File: src/rtl/pcnt_pkg.sv
package pcnt_pkg;
  localparam int CNT_W = 4;
  localparam int DEC_TOP = 9;
  localparam int BIN_TOP = (1 << CNT_W) - 1;

  typedef logic [CNT_W-1:0] cnt_t;

  typedef enum logic [1:0] {
    OP_HOLD  = 2'd0,
    OP_LOAD  = 2'd1,
    OP_COUNT = 2'd2,
    OP_CLEAR = 2'd3
  } op_e;

  // Terminal value of the selected modulus.
  function automatic cnt_t term_value(input bit mod10);
    return mod10 ? cnt_t'(DEC_TOP) : cnt_t'(BIN_TOP);
  endfunction

  function automatic logic at_term(input cnt_t v, input bit mod10);
    return v == term_value(mod10);
  endfunction

  // Successor of v while counting; undefined decimal codes fold back.
  function automatic cnt_t step_count(input cnt_t v, input bit mod10);
    cnt_t r;
    r = v + cnt_t'(1);
    if (mod10) begin
      case (v)
        cnt_t'(9):  r = '0;
        cnt_t'(11): r = cnt_t'(6);
        cnt_t'(13): r = cnt_t'(4);
        cnt_t'(15): r = cnt_t'(2);
        default:    r = v + cnt_t'(1);
      endcase
    end
    return r;
  endfunction
endpackage

File: src/rtl/pcnt_ctrl.sv
module pcnt_ctrl
  import pcnt_pkg::*;
(
  input  logic clr_n,
  input  logic ld_n,
  input  logic en_p,
  input  logic en_t,
  output op_e  op
);
  // Priority: clear, then load, then count, else hold.
  always_comb begin
    if (!clr_n)            op = OP_CLEAR;
    else if (!ld_n)        op = OP_LOAD;
    else if (en_p && en_t) op = OP_COUNT;
    else                   op = OP_HOLD;
  end
endmodule

File: src/rtl/pcnt_next.sv
module pcnt_next
  import pcnt_pkg::*;
#(
  parameter bit MOD10 = 1'b1
) (
  input  op_e  op,
  input  cnt_t cur,
  input  cnt_t din,
  output cnt_t nxt
);
  always_comb begin
    unique case (op)
      OP_CLEAR: nxt = '0;
      OP_LOAD:  nxt = din;
      OP_COUNT: nxt = step_count(cur, MOD10);
      default:  nxt = cur;
    endcase
  end
endmodule

File: src/rtl/pcnt_state.sv
module pcnt_state
  import pcnt_pkg::*;
#(
  parameter bit ASYNC_CLR = 1'b0
) (
  input  logic clk,
  input  logic clr_n,
  input  cnt_t nxt,
  output cnt_t q
);
  generate
    if (ASYNC_CLR) begin : g_async
      always_ff @(posedge clk or negedge clr_n) begin
        if (!clr_n) q <= '0;
        else        q <= nxt;
      end
    end else begin : g_sync
      always_ff @(posedge clk) begin
        if (!clr_n) q <= '0;
        else        q <= nxt;
      end
    end
  endgenerate
endmodule

File: src/rtl/pcnt_stage.sv
module pcnt_stage
  import pcnt_pkg::*;
#(
  parameter bit MOD10     = 1'b1,
  parameter bit ASYNC_CLR = 1'b0
) (
  input  logic             clk,
  input  logic             clr_n,
  input  logic             ld_n,
  input  logic [CNT_W-1:0] din,
  input  logic             en_p,
  input  logic             en_t,
  output logic [CNT_W-1:0] q,
  output logic             tc
);
  op_e  op;
  cnt_t nxt;
  logic cnt_go;   // count event, brought out for the checker
  logic at_top;   // register sits at the terminal value

  pcnt_ctrl u_ctrl (
    .clr_n (clr_n),
    .ld_n  (ld_n),
    .en_p  (en_p),
    .en_t  (en_t),
    .op    (op)
  );

  pcnt_next #(.MOD10(MOD10)) u_next (
    .op  (op),
    .cur (q),
    .din (din),
    .nxt (nxt)
  );

  pcnt_state #(.ASYNC_CLR(ASYNC_CLR)) u_state (
    .clk   (clk),
    .clr_n (clr_n),
    .nxt   (nxt),
    .q     (q)
  );

  assign cnt_go = (op == OP_COUNT);
  assign at_top = at_term(q, MOD10);
  assign tc     = en_t & at_top;
endmodule

File: config.mk
export PLATFORM = sky130hd
export DESIGN_NAME = pcnt_stage
export DESIGN_NICKNAME = d
export VERILOG_FILES = /design/src/rtl/pcnt_pkg.sv /design/src/rtl/pcnt_ctrl.sv /design/src/rtl/pcnt_next.sv /design/src/rtl/pcnt_state.sv /design/src/rtl/pcnt_stage.sv
export SDC_FILE = /design/constraint.sdc
export NUM_CORES = 1
export LEC_CHECK = 0
export ABC_AREA = 1
export CORE_AREA = 2 2 39 41
export DETAILED_ROUTE_END_ITERATION = 10
export DIE_AREA = 0 0 41 43
export PLACE_DENSITY = 0.48
export SYNTH_ARGS = -nofsm -noshare
export SYNTH_HDL_FRONTEND = slang
export SYNTH_SLANG_ARGS = --single-unit
File: constraint.sdc
create_clock -name clk -period 1 [get_ports clk]
set_clock_uncertainty 0.1 [all_clocks]
set_input_delay 0.1 -clock clk [delete_from_list [all_inputs] [get_ports clk]]
set_output_delay 0.1 -clock clk [all_outputs]
set_load 0.05 [all_outputs]
After elaboration in Yosys (flattened, before gate mapping) --
Cells that the tools add are included.
Storage, ports and cells: word-level logic and storage cells 17, bits of input ports 9, bits in registers 4
Operators by class: eq/ne operators 7, add/sub/neg operators 1, reductions and logical operators 2, muxes and demuxes 5, bitwise gates (word level) 1
Operator list (count):
- equality test 4 bit (second input constant) | 4
- case mux 4 bit (4 select lines) | 1
- case mux 4 bit (3 select lines) | 1
- 2-to-1 mux 2 bit | 3
- adder 4 x 1 -> 4 bit (second input constant) | 1
- equality test 2 bit (second input constant) | 2
- nonzero test 3 bit | 1
- equality test 2 x 1 -> 1 bit (second input constant) | 1
- bitwise AND 1 bit | 1
- logical AND 1 bit | 1

Longest topological paths before layout --
depth in word-level cells 6, mapped depth 7

Hierarchy --
A second synthesis with hierarchy kept.
Unflattened totals: cells, all modules 62, area, all modules 344.1 um^2
By module, submodules not included:
- pcnt_next | seq. area each 0.0 um^2, area an instance 193.9 um^2, times used 1, cells an instance 42
- pcnt_state | seq. area each 80.1 um^2, area an instance 110.1 um^2, times used 1, cells an instance 12
- pcnt_stage | seq. area each 0.0 um^2, area an instance 27.5 um^2, times used 1, cells an instance 5
- pcnt_ctrl | seq. area each 0.0 um^2, area an instance 12.5 um^2, times used 1, cells an instance 3

Worst setup path before layout --
Ideal clock, no wire load.
path kind register to output, start point reg u_state.q[0], end point out tc, path buffers 0, stages on the path, launching flop included 4, arrival 2226 ps, path slack -1426 ps, path through dfxtp_1 > ha_1 > nand2_1 > nor3b_1
On the way: longest elaborated chain between the ends 2
RTL lines:
- start: declaration | RTL line pcnt_state.sv:9 | output cnt_t q
- start signal: assignment | RTL line pcnt_state.sv:20 | else q <= nxt;
- equality test 4 bit | RTL line pcnt_pkg.sv:21 | return v == term_value(mod10);
- bitwise AND 1 bit | RTL line pcnt_stage.sv:45 | assign tc = en_t & at_top;
- end: declaration | RTL line pcnt_stage.sv:14 | output logic tc
Every way passes these cells.

Final worst setup path --
start point reg u_state.q[1], end point out tc
The elaborated chain is that of the path after synthesis.

==> impl_metrics.json <==
{
  "antenna_found_initial": 0,
  "synth_edf_count": 0,
  "synth_seq_cells": 4,
  "final_layout_size_suffix_gt1_share_pct": 58.4,
  "fin_nets": 90,
  "clk_pin_slew_ns": 0.04,
  "grt-ovfl-total": 0,
  "dp_hpwl_um": 640,
  "dieArea_um2": 1760,
  "async_flop_share_pct": 0,
  "slew_violations": 0,
  "syn_area_per_cell_um2": 6.31,
  "slew_headroom_pct": 87.8,
  "num_io_pins": 14,
  "clock_latency_ns": 0.23,
  "die_w_um": 41,
  "clock-root-buffer": "clkbuf_4",
  "required_ns": 0.80,
  "grt_setup_unrepaired": "yes",
  "status": "complete, but fails checks",
  "track_usage_pct": 13.5,
  "hp-class": "primary input to flip-flop",
  "violations": "setup timing",
  "reg2reg_depth": 8,
  "largest_register_ffs": 4,
  "met2WireLength_um": 547,
  "grt_pass1_vias": 395,
  "yosysUniqueCellTypes": 13,
  "synth_top_area_share_pct": 27.0,
  "initial_utilization_pct": 21.4,
  "final_antenna_net_count": 0,
  "synth_area_um2": 297,
  "viasPerCell": 4.34,
  "ctsHoldBuffers": 0,
  "synth_area_leader_cell": "dfxtp_1",
  "yosys_warnings": 0,
  "cts_made_buffers": 3,
  "fmax_mhz": 733,
  "syn-num-nets": 58,
  "synth.most_common_cell": "nand2_1",
  "utilization_pct": 53.3,
  "n_antenna_cell": 0,
  "ys_seq_area_share_pct": 27.0,
  "routed.top_layer": "met3",
  "largest-register": "u_state.q",
  "reg_top3": "u_state.q: 4 flops",
  "dr_total_vias": 404,
  "seq_area_um2": 95.1,
  "row_count": 14,
  "drt-total-wl_um": 925,
  "place_congestion": 0.793,
  "powerDensity_nw_per_um2": 904,
  "r2r_start": "u_state.q[1]",
  "drv_cap": 0,
  "endpoint_kind": "output port",
  "clock_sinks": 4,
  "cp-start-kind": "flip-flop",
  "synthTopCellsByCount": "nand2_1, nand3_1, inv_1",
  "htree_levels": 1,
  "port_buffers": 13,
  "grt_max_degree": 5,
  "syn_inst": 47,
  "wl_met3_um": 43,
  "crit_start": "u_state.q[1]",
  "multi_input_area_um2": 267,
  "drt-met1-wl_um": 334,
  "drt_iter0_markers": 8,
  "ir_drop_mv": 0.697,
  "core_um2": 1380,
  "setup_tns_ns": -1.96,
  "worstSetupPathType": "flip-flop to output port",
  "syn_to_final_growth_pct": 149,
  "leakagePower_nw": 0.369,
  "r2r-end": "u_state.q[3]",
  "final_hold_viol_count": 0,
  "synth_top_cells_by_area": "dfxtp_1, nand2_1, nand3_1",
  "min_period_over_period_pct": 136,
  "worst_slew_pin_slew_ns": 0.183,
  "clock_path_buffers": 2,
  "min_period_ns": 1.36,
  "drc": 0,
  "crit_path_end": "tc",
  "firstDrtPassIters": 4,
  "r2r_slack_ns": -0.26,
  "grt_pass1_wl_um": 1580,
  "setup_viol_count_final": 9,
  "cp.arrival_ns": 1.16,
  "worst-path-max-fanout": 2,
  "setup_ws_ns": -0.365,
  "wl_per_cell_um": 9.95,
  "hold_ws_ns": 0.357,
  "cts_tree": "yes",
  "fillers": 132,
  "fin_total_pwr_mw": 0.668,
  "dominantRegCellSynth": "dfxtp_1",
  "die_y_um": 43
}
-- cell usage in the layout (no fill, tap or decap), drive strengths merged --
| cell | synthesis | final |
|---|---|---|
| buf | 0 | 19 |
| clkbuf | 0 | 3 |
| clkdlybuf4s50 | 0 | 8 |
| dfxtp | 4 | 4 |
| ha | 2 | 2 |
| inv | 7 | 7 |
| nand2 | 16 | 16 |
| nand3 | 10 | 10 |
| nand4 | 1 | 1 |
| nor2 | 5 | 5 |
| nor3b | 1 | 1 |
| o21ai | 1 | 1 |
-- routing by layer --
| layer | up-vias | GRT usage [%] |
|---|---|---|
| met5 | - | 0 |
| met4 | 0 | 4.00 |
| met3 | 0 | 6.28 |
| met2 | 13 | 22.5 |
| met1 | 178 | 14.1 |
| li1 | 213 | - |
-- what timing repair did --
action,4_1_cts,5_1_grt
pin swaps,5,1
endpoints found under the setup margin,9,9
resized for setup,12,10
hold endpoints to repair,0,0
setup buffers,8,1
-- critical path, stage by stage, from the launching register on --
cell and delay (ns):
dfxtp_4 0.34, inv_2 0.05, ha_4 0.12, nand2_4 0.05, nor3b_4 0.20, buf_12 0.16
-- power breakdown --
group / leakage [nW] / switching [mW] / internal (mW)
registers: 0.0357 / 0.0147 / 0.170
logic: 0.319 / 0.126 / 0.160
clock network: 0.0138 / 0.0633 / 0.134
total: 0.369 / 0.204 / 0.464
-- cell type report --
type                            count  share of cell area, %
Timing Repair Buffer               27                   41.7
Multi-Input combinational cell     36                   36.1
Sequential cell                     4                   12.9
Inverter                            7                   3.56
Clock buffer                        3                   3.05
Tap cell                           16                   2.71
-- worst min path at each step --
stage / from / to / cells after the start
3_3_place_gp: u_state.q[2] / u_state.q[2] / 2
3_5_place_dp: u_state.q[2] / u_state.q[2] / 2
2_1_floorplan: clr_n / u_state.q[0] / 2
6_report: din[1] / u_state.q[1] / 3
4_1_cts: din[1] / u_state.q[1] / 3
5_1_grt: din[0] / u_state.q[0] / 3
-- metrics by stage --
stage / area (µm²) / setup WS [ns] / std cells
after global placement: 591 / -0.187 / 83
after CTS: 708 / -0.377 / 94
after floorplan: 338 / -0.399 / 47
final: 738 / -0.365 / 93
after global routing: 738 / -0.415 / 93
after detailed placement: 591 / -0.193 / 83
-- cell families (layout without fill, tap and decap cells) --
kind of cell             after synthesis  count (layout)  share of synthesized area, %
AND/OR/NAND/NOR                       33              33                          54.0
buffers and inverters                  7              37                          8.86
flip-flops                             4               4                          27.0
adder cells (fa/ha/maj)                2               2                          8.44
AO/OA/AOI/OAI                          1               1                          1.69
(Power assumes the default switching activity.)
